<file path="src/rtl/sysreg_pkg.sv">
package sysreg_pkg;

    localparam int XLEN    = 32;
    localparam int IDX_W   = 5;
    localparam int NSLOT   = 1 << IDX_W;
    localparam int CC_NUM_W   = 12;
    localparam int CC_CNT_W   = 12;
    localparam int CC_SPILL_W = 24;
    localparam int CC_NUM_LSB   = 20;
    localparam int CC_CNT_LSB   = 8;
    localparam int CC_SPILL_LSB = 8;
    localparam int CC_RST_BIT   = 5;
    localparam int CC_DUMP_BIT  = 4;
    localparam int CC_EN_BIT    = 1;
    localparam int CC_CLR_BIT   = 0;

    localparam logic [IDX_W-1:0] IX_IRQ_PC    = 5'd0;
    localparam logic [IDX_W-1:0] IX_IRQ_SR    = 5'd1;
    localparam logic [IDX_W-1:0] IX_FATAL_PC  = 5'd2;
    localparam logic [IDX_W-1:0] IX_FATAL_SR  = 5'd3;
    localparam logic [IDX_W-1:0] IX_CAUSE     = 5'd4;
    localparam logic [IDX_W-1:0] IX_STATUS    = 5'd5;
    localparam logic [IDX_W-1:0] IX_PROC_ID   = 5'd6;
    localparam logic [IDX_W-1:0] IX_TASKCTL   = 5'd7;
    localparam logic [IDX_W-1:0] IX_CACHECTL  = 5'd24;
    localparam logic [IDX_W-1:0] IX_TRAPADDR  = 5'd25;
    localparam logic [IDX_W-1:0] IX_SCRATCH   = 5'd29;
    localparam logic [IDX_W-1:0] IX_FIXED     = 5'd30;
    localparam logic [IDX_W-1:0] IX_ABS       = 5'd31;

    localparam logic [XLEN-1:0] STATUS_MASK  = 32'h000F_F3FF;
    localparam logic [XLEN-1:0] PC_MASK      = 32'hFFFF_FFFE;
    localparam logic [XLEN-1:0] PROC_ID_VAL  = 32'h0000_5346;
    localparam logic [XLEN-1:0] TASKCTL_VAL  = 32'h0000_00E0;
    localparam logic [XLEN-1:0] FIXED_VAL    = 32'h0000_0004;
    localparam logic [XLEN-1:0] CAUSE_RST    = 32'h0000_FFF0;
    localparam logic [XLEN-1:0] STATUS_RST   = 32'h0000_8000;

    typedef enum logic [2:0] {
        WK_NONE,
        WK_PCMASK,
        WK_SRMASK,
        WK_PLAIN,
        WK_DEBUG,
        WK_ABS,
        WK_CACHE
    } wkind_e;

    typedef struct packed {
        logic [XLEN-1:0]       irq_pc;
        logic [XLEN-1:0]       irq_sr;
        logic [XLEN-1:0]       fatal_pc;
        logic [XLEN-1:0]       fatal_sr;
        logic [XLEN-1:0]       cause;
        logic [XLEN-1:0]       status;
        logic [XLEN-1:0]       trapaddr;
        logic [XLEN-1:0]       scratch;
        logic [XLEN-1:0]       absreg;
        logic [CC_NUM_W-1:0]   cc_num;
        logic [CC_CNT_W-1:0]   cc_cnt;
        logic [CC_SPILL_W-1:0] cc_spill;
        logic                  cc_rst;
        logic                  cc_dump;
        logic                  cc_en;
        logic                  cc_clr;
    } sr_state_t;

    localparam sr_state_t SR_RESET = '{
        irq_pc:   '0,
        irq_sr:   '0,
        fatal_pc: '0,
        fatal_sr: '0,
        cause:    CAUSE_RST,
        status:   STATUS_RST,
        trapaddr: '0,
        scratch:  '0,
        absreg:   '0,
        cc_num:   '0,
        cc_cnt:   '0,
        cc_spill: '0,
        cc_rst:   1'b0,
        cc_dump:  1'b0,
        cc_en:    1'b0,
        cc_clr:   1'b0
    };

endpackage

</file>
<file path="src/rtl/sysreg_wr_xform.sv">
module sysreg_wr_xform
    import sysreg_pkg::*;
(
    input  logic [IDX_W-1:0] idx,
    input  logic [XLEN-1:0]  data,
    input  logic             dbg,
    output wkind_e           kind,
    output logic [XLEN-1:0]  value
);
    logic [XLEN-1:0] negated;

    assign negated = (~data) + {{(XLEN-1){1'b0}}, 1'b1};

    always_comb begin
        kind = WK_NONE;
        case (idx)
            IX_IRQ_PC, IX_FATAL_PC, IX_TRAPADDR: kind = WK_PCMASK;
            IX_IRQ_SR, IX_FATAL_SR, IX_STATUS:   kind = WK_SRMASK;
            IX_CAUSE:                            kind = dbg ? WK_DEBUG : WK_NONE;
            IX_SCRATCH:                          kind = WK_PLAIN;
            IX_ABS:                              kind = WK_ABS;
            IX_CACHECTL:                         kind = WK_CACHE;
            default:                             kind = WK_NONE;
        endcase
    end

    always_comb begin
        case (kind)
            WK_PCMASK: value = data & PC_MASK;
            WK_SRMASK: value = data & STATUS_MASK;
            WK_ABS:    value = (dbg || !data[XLEN-1]) ? data : negated;
            default:   value = data;
        endcase
    end
endmodule

</file>
<file path="src/rtl/sysreg_rd_mux.sv">
module sysreg_rd_mux
    import sysreg_pkg::*;
(
    input  logic [IDX_W-1:0] idx,
    input  sr_state_t        st,
    output logic [XLEN-1:0]  data
);
    logic [XLEN-1:0] cc_view;

    always_comb begin
        cc_view = '0;
        cc_view[CC_EN_BIT] = st.cc_en;
    end

    always_comb begin
        case (idx)
            IX_IRQ_PC:   data = st.irq_pc;
            IX_IRQ_SR:   data = st.irq_sr;
            IX_FATAL_PC: data = st.fatal_pc;
            IX_FATAL_SR: data = st.fatal_sr;
            IX_CAUSE:    data = st.cause;
            IX_STATUS:   data = st.status & STATUS_MASK;
            IX_PROC_ID:  data = PROC_ID_VAL;
            IX_TASKCTL:  data = TASKCTL_VAL;
            IX_CACHECTL: data = cc_view;
            IX_TRAPADDR: data = st.trapaddr;
            IX_SCRATCH:  data = st.scratch;
            IX_FIXED:    data = FIXED_VAL;
            IX_ABS:      data = st.absreg;
            default:     data = '0;
        endcase
    end
endmodule

</file>
<file path="src/rtl/sysreg_file.sv">
module sysreg_file
    import sysreg_pkg::*;
(
    input  logic                  clk,
    input  logic                  rst_n,
    input  logic                  wr_en,
    input  logic [IDX_W-1:0]      wr_idx,
    input  logic [XLEN-1:0]       wr_data,
    input  logic                  wr_dbg,
    input  logic [IDX_W-1:0]      rd_idx,
    output logic [XLEN-1:0]       rd_data,
    output logic [CC_NUM_W-1:0]   cc_entry_num,
    output logic [CC_CNT_W-1:0]   cc_entry_cnt,
    output logic [CC_SPILL_W-1:0] cc_spill_base,
    output logic                  cc_restore,
    output logic                  cc_dump,
    output logic                  cc_enable,
    output logic                  cc_clear
);
    sr_state_t       st_d, st_q;
    wkind_e          kind;
    logic [XLEN-1:0] wval;

    sysreg_wr_xform u_xform (
        .idx   (wr_idx),
        .data  (wr_data),
        .dbg   (wr_dbg),
        .kind  (kind),
        .value (wval)
    );

    always_comb begin
        st_d = st_q;
        if (wr_en && kind != WK_NONE) begin
            case (wr_idx)
                IX_IRQ_PC:   st_d.irq_pc   = wval;
                IX_IRQ_SR:   st_d.irq_sr   = wval;
                IX_FATAL_PC: st_d.fatal_pc = wval;
                IX_FATAL_SR: st_d.fatal_sr = wval;
                IX_CAUSE:    st_d.cause    = wval;
                IX_STATUS:   st_d.status   = wval;
                IX_TRAPADDR: st_d.trapaddr = wval;
                IX_SCRATCH:  st_d.scratch  = wval;
                IX_ABS:      st_d.absreg   = wval;
                IX_CACHECTL: begin
                    st_d.cc_num   = wval[CC_NUM_LSB +: CC_NUM_W];
                    st_d.cc_cnt   = wval[CC_CNT_LSB +: CC_CNT_W];
                    st_d.cc_spill = wval[CC_SPILL_LSB +: CC_SPILL_W];
                    st_d.cc_rst   = wval[CC_RST_BIT];
                    st_d.cc_dump  = wval[CC_DUMP_BIT];
                    st_d.cc_en    = wval[CC_EN_BIT];
                    st_d.cc_clr   = wval[CC_CLR_BIT];
                end
                default: ;
            endcase
        end
    end

    always_ff @(posedge clk) begin
        if (!rst_n) st_q <= SR_RESET;
        else        st_q <= st_d;
    end

    sysreg_rd_mux u_rd (
        .idx  (rd_idx),
        .st   (st_q),
        .data (rd_data)
    );

    assign cc_entry_num  = st_q.cc_num;
    assign cc_entry_cnt  = st_q.cc_cnt;
    assign cc_spill_base = st_q.cc_spill;
    assign cc_restore    = st_q.cc_rst;
    assign cc_dump       = st_q.cc_dump;
    assign cc_enable     = st_q.cc_en;
    assign cc_clear      = st_q.cc_clr;
endmodule

</file>
<file path="config.mk">
export PLATFORM = sky130hd
export DESIGN_NAME = sysreg_file
export DESIGN_NICKNAME = d
export VERILOG_FILES = /design/src/rtl/sysreg_pkg.sv /design/src/rtl/sysreg_wr_xform.sv /design/src/rtl/sysreg_rd_mux.sv /design/src/rtl/sysreg_file.sv
export SDC_FILE = /design/constraint.sdc
export NUM_CORES = 1
export LEC_CHECK = 0
export BUFFER_PORTS_ARGS = -buffer_cell sky130_fd_sc_hd__buf_2
export CAP_MARGIN = 20
export CELL_PAD_IN_SITES_DETAIL_PLACEMENT = 0
export CELL_PAD_IN_SITES_GLOBAL_PLACEMENT = 1
export CORE_ASPECT_RATIO = 0.6
export CORE_MARGIN = 2
export CORE_UTILIZATION = 30
export CTS_BUF_LIST = sky130_fd_sc_hd__clkbuf_16
export CTS_CLUSTER_SIZE = 30
export DETAILED_ROUTE_END_ITERATION = 10
export PLACE_DENSITY = 0.56
export SLEW_MARGIN = 20
export SYNTH_ARGS = -nofsm -noshare
export SYNTH_HDL_FRONTEND = slang
export SYNTH_SLANG_ARGS = --single-unit
</file>
<file path="constraint.sdc">
create_clock -name clk -period 2.94 [get_ports clk]
set_input_delay 0.588 -clock clk [delete_from_list [all_inputs] [get_ports clk]]
set_output_delay 0.588 -clock clk [all_outputs]
set_load 0.05 [all_outputs]
</file>
Yosys cells after proc, flatten, opt, wreduce, memory -nomap -nowiden
Cells that the tools add are included.

operators by class
  reduce and logical (&&, ||, !) cells = 18
  add/subtract/negate cells = 1
  bitwise logic cells = 1
  muxes and demuxes = 5
  equality and inequality tests = 24

operators by type and width
  operator                                             count
  one-hot mux 32 bit (13 select lines)                 1
  one-hot mux 32 bit (3 select lines)                  1
  equality test 5 bit, second input constant           9
  adder 32 x 1 -> 32 bit, second input constant        1
  two-way mux 32 bit                                   1
  inverter 32 bit                                      1
  equality test 5 x 3 -> 1 bit, second input constant  6
  equality test 5 x 2 -> 1 bit, second input constant  4
  AND reduction 2 bit                                  10
  one-hot mux 3 bit (6 select lines)                   1
  equality test 5 x 1 -> 1 bit, second input constant  2
  zero test 5 bit                                      2
  OR reduction 3 bit                                   2
  equality test 3 x 1 -> 1 bit, second input constant  1
  equality test 3 x 2 -> 1 bit, second input constant  1
  equality test 3 bit, second input constant           1
  two-way mux 3 bit                                    1
  nonzero test 3 bit                                   1
  logical AND 1 bit                                    1
  zero test 1 bit                                      1
  logical OR 1 bit                                     1

word-level totals
  bits in registers = 328
  logic and storage cells = 65
  input bits = 46
  output and inout bits = 84

Logic depth before layout (Yosys ltp)
Gate-level depths: netlist (run 1).

  depth in word-level cells = 6
  mapped depth = 8
  gate-level depth less buffers = 7

By module
From an unflattened synthesis (run 1), not the netlist that was laid out.

second synthesis, totals
  cells, all modules = 1,574
  area, all modules = 14,990.6 sq um

by module, submodules not included
  module           times used  sequential area each (sq um)  area each (sq um)  cells each
  sysreg_file      1           6,326.1                       11,782.6           1,135
  sysreg_rd_mux    1           0.0                           2,160.8            301
  sysreg_wr_xform  1           0.0                           1,047.3            138

Least setup slack after synthesis (run 1)
Ideal clock, no wire load.

  path type = input to output
  start = input rd_idx[4]
  end = output rd_data[1]
  path slack = 0.100 ns
  data arrival time = 2.252 ns
  required time = 2.352 ns
  stages = 6
  path buffers = 2
  cells stage by stage = buf_1 > nor4_1 > clkbuf_1 > a22o_1 > a221oi_1 > o2111ai_1

between the ends
  cells in the longest elaborated chain, start to end = 2
  elaborated cells on any way between the ends = 14
  classes of those cells = eq/ne (12); mux (1); reduce/logical (1)

ends and longest elaborated chain
  element                                      RTL line             text
  start, declared                              sysreg_file.sv:10    input logic [IDX_W-1:0] rd_idx,
  equality test 5 bit (tied with other cells)  sysreg_rd_mux.sv:16  case (idx)
  one-hot mux 32 bit (13 select lines) *       sysreg_rd_mux.sv:16
  end, declared                                sysreg_file.sv:11    output logic [XLEN-1:0] rd_data,

Mark *: on every way between the ends. The rest lies on a longest branch, timed or not.

Worst setup path after layout (run 1)
  start = input rd_idx[0]
  end = output rd_data[8]

Same word-level chain as after synthesis.

==> impl.org, run 1 <==
** Placement
- Port buffering added 129 buffers.
- The congestion estimate from routability-driven global placement came to 0.806.
- The wire-length estimate of the detail-placed layout is 31000 µm.

** Synthesis
- Asr flop ratio synth :: 0
- Total number of yosys warnings :: 0
- Register bit total from synthesis :: 302
- Share of synthesized area occupied by flip-flops and latches :: 0.470
- Primary FF master, synth :: sky130_fd_sc_hd__dfxtp_1
- The number of nets in the synthesized netlist is 1538.
- Number of enable-type register cells in the synthesized netlist :: 0
- Synth cell types :: 68
- After technology mapping, the gate count stands at 1491.
- Mean instance size in the synthesized netlist :: 8.62 µm²
- Summing every instance area after synthesis gives 0.0128 mm².

** Pwr
- Reported leakage power :: 5.90 nW
- In this run the power density over the cells is 551 mW/mm².
- Net switching fraction of the power :: 0.253
- Of the total power, combinational logic draws 0.070.
- Maximum resistive drop on vdd :: 325 µV
- For this design the total switching power over the nets is 2.16 mW.
- Power Internal :: 6.39 mW
- The share of total power dissipated in the clock network is 0.444.
- The share of total power dissipated in sequential elements is 0.486.
- Power comes to 8.55 mW.

** Worst hold path
- Path type of the worst min-delay path :: in2reg

** Routing
- Post-Route WL :: 47300 µm
- Antenna-violating nets left :: 0
- After detailed routing, the number of remaining DRC violations is 0.
- Dividing the detail-routed via count by the number of cells gives 5.35.
- For this block, the initial DRC count from the detailed router was 1187.
- Routed vias :: 11500
- The pre-antenna-repair detailed-routing pass consisted of 6 iterations.
- Dividing the detail-routed wire length by the instance count gives 22.0 µm.

** Worst setup path
- Data arrival at the endpoint of the critical path :: 2.32 ns
- Required time worst endpoint :: 2.35 ns
- Type of element capturing the critical path :: output port
- Of all nets on the critical path, the largest fanout is 11.
- Worst setup SP type :: input port
- The setup path with the least slack is of type in2out.

** Die
- Core Area :: 0.0421 mm²
- Die outline area :: 0.0446 mm²
- Effective utilization at floorplan :: 0.305
- The die is 271 µm wide.
- Number of cell rows :: 58
- During I/O placement, the number of pins put on the boundary was 130.
- The floorplan step set the die height to 164 µm.

** Outcome
- Run status :: completed

** CTS
- For this design, the CTS-stage hold fixing added 0 buffers.
- In this run, CTS created clock tree buffers numbering 31.
- TritonCTS built the clock tree.
- Number of levels the H-tree was split into :: 1
- Clock slew at the register clock pins of the worst setup and hold paths :: 0.06 ns
- CTS Root Cell :: sky130_fd_sc_hd__clkbuf_16
- CTS Sinks :: 302
- Max Root-Sink Buffers :: 3
- Clock insertion delay at the later pin of the skew report :: 0.59 ns

** STA
- Achievable clock frequency :: 344 MHz
- Min Clock Period, post-route :: 2.91 ns
- Unrepaired setup endpoints after global routing :: true
- Finish-stage setup viols :: 0
- Worst-case headroom to the max-slew limit :: 0.386
- The clock arrives with 0 ns of skew.
- Max-slew violation count :: 0
- Total count of hold-check failures in the final report :: 0
- For the pin with the worst max-slew slack, the measured transition is 0.915 ns.
- Final critical-path share of the clock period :: 0.988

** Final layout
- In the final layout, the share of cells above drive strength 1 is 0.200.
- Finished Core Util :: 0.368
- The number of antenna diodes in the final layout is 0.
- The net count of the finished layout is 1605.
- Area Overhead vs Synth :: 20.6%

** Global routing
- Global-route wire length before repair :: 71400 µm
- The number of antenna violations at the first check in global routing is 0.
- Pin count of the biggest net entering global routing :: 177
- Across every metal layer, demand over resource in global routing totals 0.211.
- Via count of the first global-routing pass :: 10800
- Remaining Overflow, GRT :: 0

** Run
- Across the run, the number of max-cap violations was 0.
## layout by cell type (no fill, tap or decap), types with 8 or more instances in the layout
| cell | instances |
|---|---|
| sky130_fd_sc_hd__a222oi_1 | 24 |
| sky130_fd_sc_hd__and3_1 | 37 |
| sky130_fd_sc_hd__clkinv_1 | 11 |
| sky130_fd_sc_hd__nor3_1 | 21 |
| sky130_fd_sc_hd__a211oi_1 | 82 |
| sky130_fd_sc_hd__clkbuf_16 | 31 |
| sky130_fd_sc_hd__a21oi_1 | 174 |
| sky130_fd_sc_hd__nand3_1 | 54 |
| sky130_fd_sc_hd__a221oi_1 | 13 |
| sky130_fd_sc_hd__buf_12 | 35 |
| sky130_fd_sc_hd__a22oi_1 | 51 |
| sky130_fd_sc_hd__buf_2 | 111 |
| sky130_fd_sc_hd__inv_1 | 12 |
| sky130_fd_sc_hd__a21o_1 | 10 |
| sky130_fd_sc_hd__dfxtp_1 | 302 |
| sky130_fd_sc_hd__a22o_1 | 14 |
| sky130_fd_sc_hd__nor2_1 | 105 |
| sky130_fd_sc_hd__o21ai_0 | 129 |
| sky130_fd_sc_hd__nand2_1 | 125 |
| sky130_fd_sc_hd__a31oi_1 | 8 |
| sky130_fd_sc_hd__buf_4 | 71 |
## through the flow
stage | setup slack, ns | hold WS [ns] | instances | TNS, ns | cell area (µm²)
after floorplan | 0.100 | 0.432 | 1491 | 0 | 12800
after global placement | 0.0403 | 0.443 | 2094 | 0 | 14500
after detailed placement | -0.0174 | 0.448 | 2094 | -0.0174 | 14500
after CTS | 0.00728 | 0.313 | 2151 | 0 | 15400
after global routing | -0.0289 | 0.328 | 2152 | -0.0507 | 15500
final | 0.0343 | 0.332 | 2152 | 0 | 15500
## what timing repair did
item                       CTS  global route
setup endpoints to repair    1            19
buffers inserted             0             1
gates resized for setup      1            15
pin swaps                    1             7
gates cloned                 0             0
## worst paths after layout
kind / startpoint / end / slack, ns / cells after the start
max: rd_idx[0] / rd_data[8] / 0.03 / 8
max reg2reg: st_q[211] / st_q[211] / 2.15 / 3
min reg2reg: st_q[210] / st_q[210] / 0.45 / 2
min: wr_data[22] / st_q[266] / 0.33 / 3
## sequential cells by signal (all words and copies together) (netlist names)
signal         flops
cc_spill_base      1
cc_restore         1
cc_entry_cnt      11
cc_entry_num      12
cc_dump            1
st_q             274
cc_clear           1
cc_enable          1
## logic make-up after synthesis
kind of cell,Yosys count,synth area share
multiplexers,12,0.0103
adder cells (fa/ha/maj),1,0.000974
flip-flops,302,0.470
buffers and inverters,196,0.0750
AO/OA/AOI/OAI,550,0.273
XOR/XNOR,16,0.0132
AND/OR/NAND/NOR,414,0.157
## final cells by class
| type | count | area (µm²) |
|---|---|---|
| fillers | 4341 | 26600 |
| flip-flops and latches | 302 | 6050 |
| multi-input cells | 993 | 5940 |
| repair buffers | 221 | 1820 |
| clock buffers | 31 | 776 |
| well taps | 570 | 713 |
| clock inverters | 26 | 169 |
| inverters | 9 | 36.3 |
## per-layer routing
metal	routed length [µm]	global-route usage
met2	19200	0.301
met4	696	0.0360
met5	0	0
met1	24700	0.330
met3	2790	0.0367
## power groups by stage
stage | Sequential, mW | Combinational (mW) | Clock (mW)
2_1_floorplan | 4.24 | 0.326 | 0
3_3_place_gp | 4.25 | 0.594 | 0
3_5_place_dp | 4.24 | 0.596 | 0
4_1_cts | 4.15 | 0.598 | 3.89
5_1_grt | 4.16 | 0.648 | 4.08
6_report | 4.15 | 0.600 | 3.79
## critical path: stages
cell	delay [ns]
sky130_fd_sc_hd__buf_2	0.15
sky130_fd_sc_hd__and3_4	0.18
sky130_fd_sc_hd__nor2b_2	0.16
sky130_fd_sc_hd__buf_12	0.15
sky130_fd_sc_hd__a222oi_1	0.43
sky130_fd_sc_hd__nand3_1	0.15
sky130_fd_sc_hd__a221o_1	0.30
sky130_fd_sc_hd__buf_4	0.20
## cells in the mapped netlist, types with 5 or more instances
master,n,share of area
sky130_fd_sc_hd__nand3_1,55,0.021
sky130_fd_sc_hd__a222oi_1,24,0.019
sky130_fd_sc_hd__o21ai_1,5,0.0019
sky130_fd_sc_hd__o41ai_1,5,0.0034
sky130_fd_sc_hd__nor2b_1,7,0.0034
sky130_fd_sc_hd__and3_1,40,0.019
sky130_fd_sc_hd__clkbuf_1,105,0.031
sky130_fd_sc_hd__nor3_1,21,0.0082
sky130_fd_sc_hd__nor2_1,109,0.032
sky130_fd_sc_hd__buf_4,50,0.029
sky130_fd_sc_hd__a21o_1,10,0.0058
sky130_fd_sc_hd__a21oi_1,174,0.068
sky130_fd_sc_hd__mux2_2,7,0.0061
sky130_fd_sc_hd__dfxtp_1,302,0.47
sky130_fd_sc_hd__o21ai_0,129,0.050
sky130_fd_sc_hd__a22oi_1,52,0.030
sky130_fd_sc_hd__a22o_1,14,0.0095
sky130_fd_sc_hd__a211oi_1,82,0.048
sky130_fd_sc_hd__a221oi_1,16,0.011
sky130_fd_sc_hd__xnor2_1,6,0.0041
sky130_fd_sc_hd__inv_1,7,0.0020
sky130_fd_sc_hd__buf_1,5,0.0015
sky130_fd_sc_hd__a31oi_1,8,0.0039
sky130_fd_sc_hd__nand2_1,125,0.037
sky130_fd_sc_hd__xor2_1,6,0.0041
sky130_fd_sc_hd__nand4_1,6,0.0029
sky130_fd_sc_hd__o31ai_1,7,0.0041
sky130_fd_sc_hd__nand2b_1,7,0.0034
sky130_fd_sc_hd__o211ai_1,5,0.0029
sky130_fd_sc_hd__nor4_1,10,0.0049
sky130_fd_sc_hd__buf_2,26,0.010
(Power assumes the default switching activity.)
==> run 2: changes to the inputs <==
- CORE_ASPECT_RATIO: 0.6 -> unset
==> run 2 against run 1 <==
Compared with the run above:
- global-route usage fell by 0.53 points
- cell count fell by 1.3%
- via count fell by 0.58%
- first-iteration DRC count fell by 17%
- highest routed layer unchanged
==> impl.org, run 2 (synthesis gave the netlist of run 1 again) <==
** Worst setup path
- Data arrival at the endpoint of the critical path :: 2.32 ns
- Required time worst endpoint :: 2.35 ns
- Critical-path maximum fanout :: 14
- STA classifies the critical path endpoint as an output port.
- WS Path Type :: in2out
- Worst setup SP type :: input port

** CTS
- Number of levels the H-tree was split into :: 2
- Clock insertion delay at the later pin of the skew report :: 0.52 ns
- Total CTS buffers :: 36
- The clock passes through at most 3 buffers.
- CTS Sinks :: 302
- CTS Root Cell :: sky130_fd_sc_hd__clkbuf_16
- Clock tree from TritonCTS :: done
- After clock tree synthesis, the clock-pin slew on the worst setup and hold paths is 0.06 ns.

** Worst hold path
- Path type of the worst min-delay path :: in2reg

** Placement
- GP Congestion :: 0.792
- Total of buffers placed on input and output ports :: 129
- Area after DPL :: 0.0143 mm²
- Post-placement setup slack :: 0.0496 ns
- The HPWL after detailed placement is 29500 µm.

** Pwr
- Summing internal, switching and leakage power gives 8.85 mW.
- Summed over all cells, the static leakage comes to 5.94 nW.
- VDD sags by at most 341 µV.
- Power Density :: 569 mW/mm²

** Final layout
- After routing the design area is 0.0155 mm².
- The filler cells instantiated in the layout total 4292.
- In the final design database the tool counted 1611 nets.
- Most used cells in the layout excluding fill and tap cells :: sky130_fd_sc_hd__dfxtp_1 (302), sky130_fd_sc_hd__a21oi_1 (174), sky130_fd_sc_hd__o21ai_0 (129)
- The area growth from synthesis to layout is 21.0%.
- Share of final-layout standard cells stronger than drive strength 1 :: 0.200
- Final antenna diode count :: 0
- The register with the most flip-flops in the layout has 274 of them.
- Ranked by flip-flop count, first place goes to st_q.
- Most frequent standard cell in the layout excluding fill and tap cells :: sky130_fd_sc_hd__dfxtp_1

** Die
- Row generation in the floorplan step produced 75 rows.
- The floorplan step set the die height to 211 µm.
- Measured along the x axis, the die boundary spans 211 µm.
- Die outline area :: 0.0445 mm²
- For this configuration, the core starts out at a cell density of 0.305.
- Core Area :: 0.0421 mm²
- I/O pin count :: 130

** STA
- Max-slew violation count :: 0
- Finish-stage setup viols :: 0
- After layout, the minimum clock period comes to 2.91 ns.
- Across the routed clock network, the largest skew measured is 0 ns.
- Timing would allow up to 344 MHz.
- Hold timing on the final database bottoms out at a slack of 0.398 ns.
- The worst pin sits at a relative slew slack of 0.276.
- Setup total negative slack on the finished layout was measured at 0 ns.
- Unrepaired setup endpoints after global routing :: true
- Final setup margin :: 0.0327 ns
- Slew of the pin with the lowest slew margin :: 1.08 ns
- Final critical-path share of the clock period :: 0.989
- Total count of hold-check failures in the final report :: 0

** Routing
- Post-Route WL :: 46700 µm
- Routed vias :: 11500
- Number of DRC markers after the initial detailed-route iteration :: 980
- Drt first pass iters :: 5
- Wire length per cell :: 22.0 µm
- Using the TritonRoute via totals, the vias-per-cell ratio works out to 5.39.
- Remaining design rule violation count :: 0
- Once detail routing completed, the nets flagged for antenna violations numbered 0.

** Global routing
- For this run, the total global-route usage over all layers was measured as 0.206.
- Pin count of the biggest net entering global routing :: 110
- Antenna violations before repair :: 0
- Via count of the first global-routing pass :: 10800
- Global-route wire length before repair :: 69500 µm
- The total overflow left after global routing is 0.

** Run
- Total of max-cap violations :: 0

** Outcome
- Run status :: completed
## run 2: cell types whose count changed in the layout (fill, tap and decap cells not counted), moves of 3 or more
cell,before,now
sky130_fd_sc_hd__buf_12,35,28
sky130_fd_sc_hd__clkbuf_16,31,38
sky130_fd_sc_hd__buf_6,0,5
sky130_fd_sc_hd__clkinv_2,7,4
## run 2: timing repair
action | in CTS | in global routing
buffers inserted | 0 | 3
hold buffers | 0 | 0
endpoints found under the setup margin | 0 | 15
resized for setup | 0 | 22
## run 2: critical path: stages
cell and delay (ns):
sky130_fd_sc_hd__buf_2 0.13, sky130_fd_sc_hd__buf_6 0.16, sky130_fd_sc_hd__nor2_1 0.07, sky130_fd_sc_hd__nor4b_4 0.13, sky130_fd_sc_hd__buf_4 0.16, sky130_fd_sc_hd__clkbuf_16 0.20
sky130_fd_sc_hd__a222oi_1 0.40, sky130_fd_sc_hd__nand3_1 0.14, sky130_fd_sc_hd__buf_4 0.18, sky130_fd_sc_hd__buf_12 0.14
## run 2: layout make-up
| type | count | area (µm²) | area share |
|---|---|---|---|
| clock buffer | 37 | 926 | 0.0596 |
| clock inverter | 22 | 126 | 0.00813 |
| inverter | 9 | 36.3 | 0.00233 |
| multi-input combinational | 993 | 5960 | 0.383 |
| sequential | 302 | 6050 | 0.389 |
| tap | 539 | 674 | 0.0434 |
| timing repair buffer | 222 | 1780 | 0.114 |
## run 2: power breakdown
part / switching [mW] / internal [mW]
combinational: 0.428 / 0.180
sequential: 0.0216 / 4.13
clock: 1.74 / 2.35
total: 2.19 / 6.66
## run 2: per-layer routing
| metal | global-route usage | share of wire | vias to the layer above |
|---|---|---|---|
| met5 | 0 | 0 | - |
| met4 | 0.0559 | 0.021 | 0 |
| met3 | 0.0244 | 0.047 | 63 |
| met2 | 0.330 | 0.46 | 318 |
| met1 | 0.292 | 0.48 | 5528 |
| li1 | - | - | 5543 |
## run 2: path summary, 6_finish.rpt
path                                   endpoint   startpoint  cells past startpoint  slack (ns)
worst max-delay path                 rd_data[9]    rd_idx[1]                     10        0.03
worst min-delay path            cc_entry_num[2]  wr_data[22]                      3        0.40
worst max register to register         st_q[82]     st_q[82]                      3        2.14
worst min register to register         cc_clear     cc_clear                      2        0.45
## run 2: metrics by stage
stage / utilization / cells
finish: 0.369 / 2124
floorplan: - / 1491
global route: 0.369 / 2124
CTS: 0.365 / 2120
global placement: 0.340 / 2061
detailed placement: 0.340 / 2061
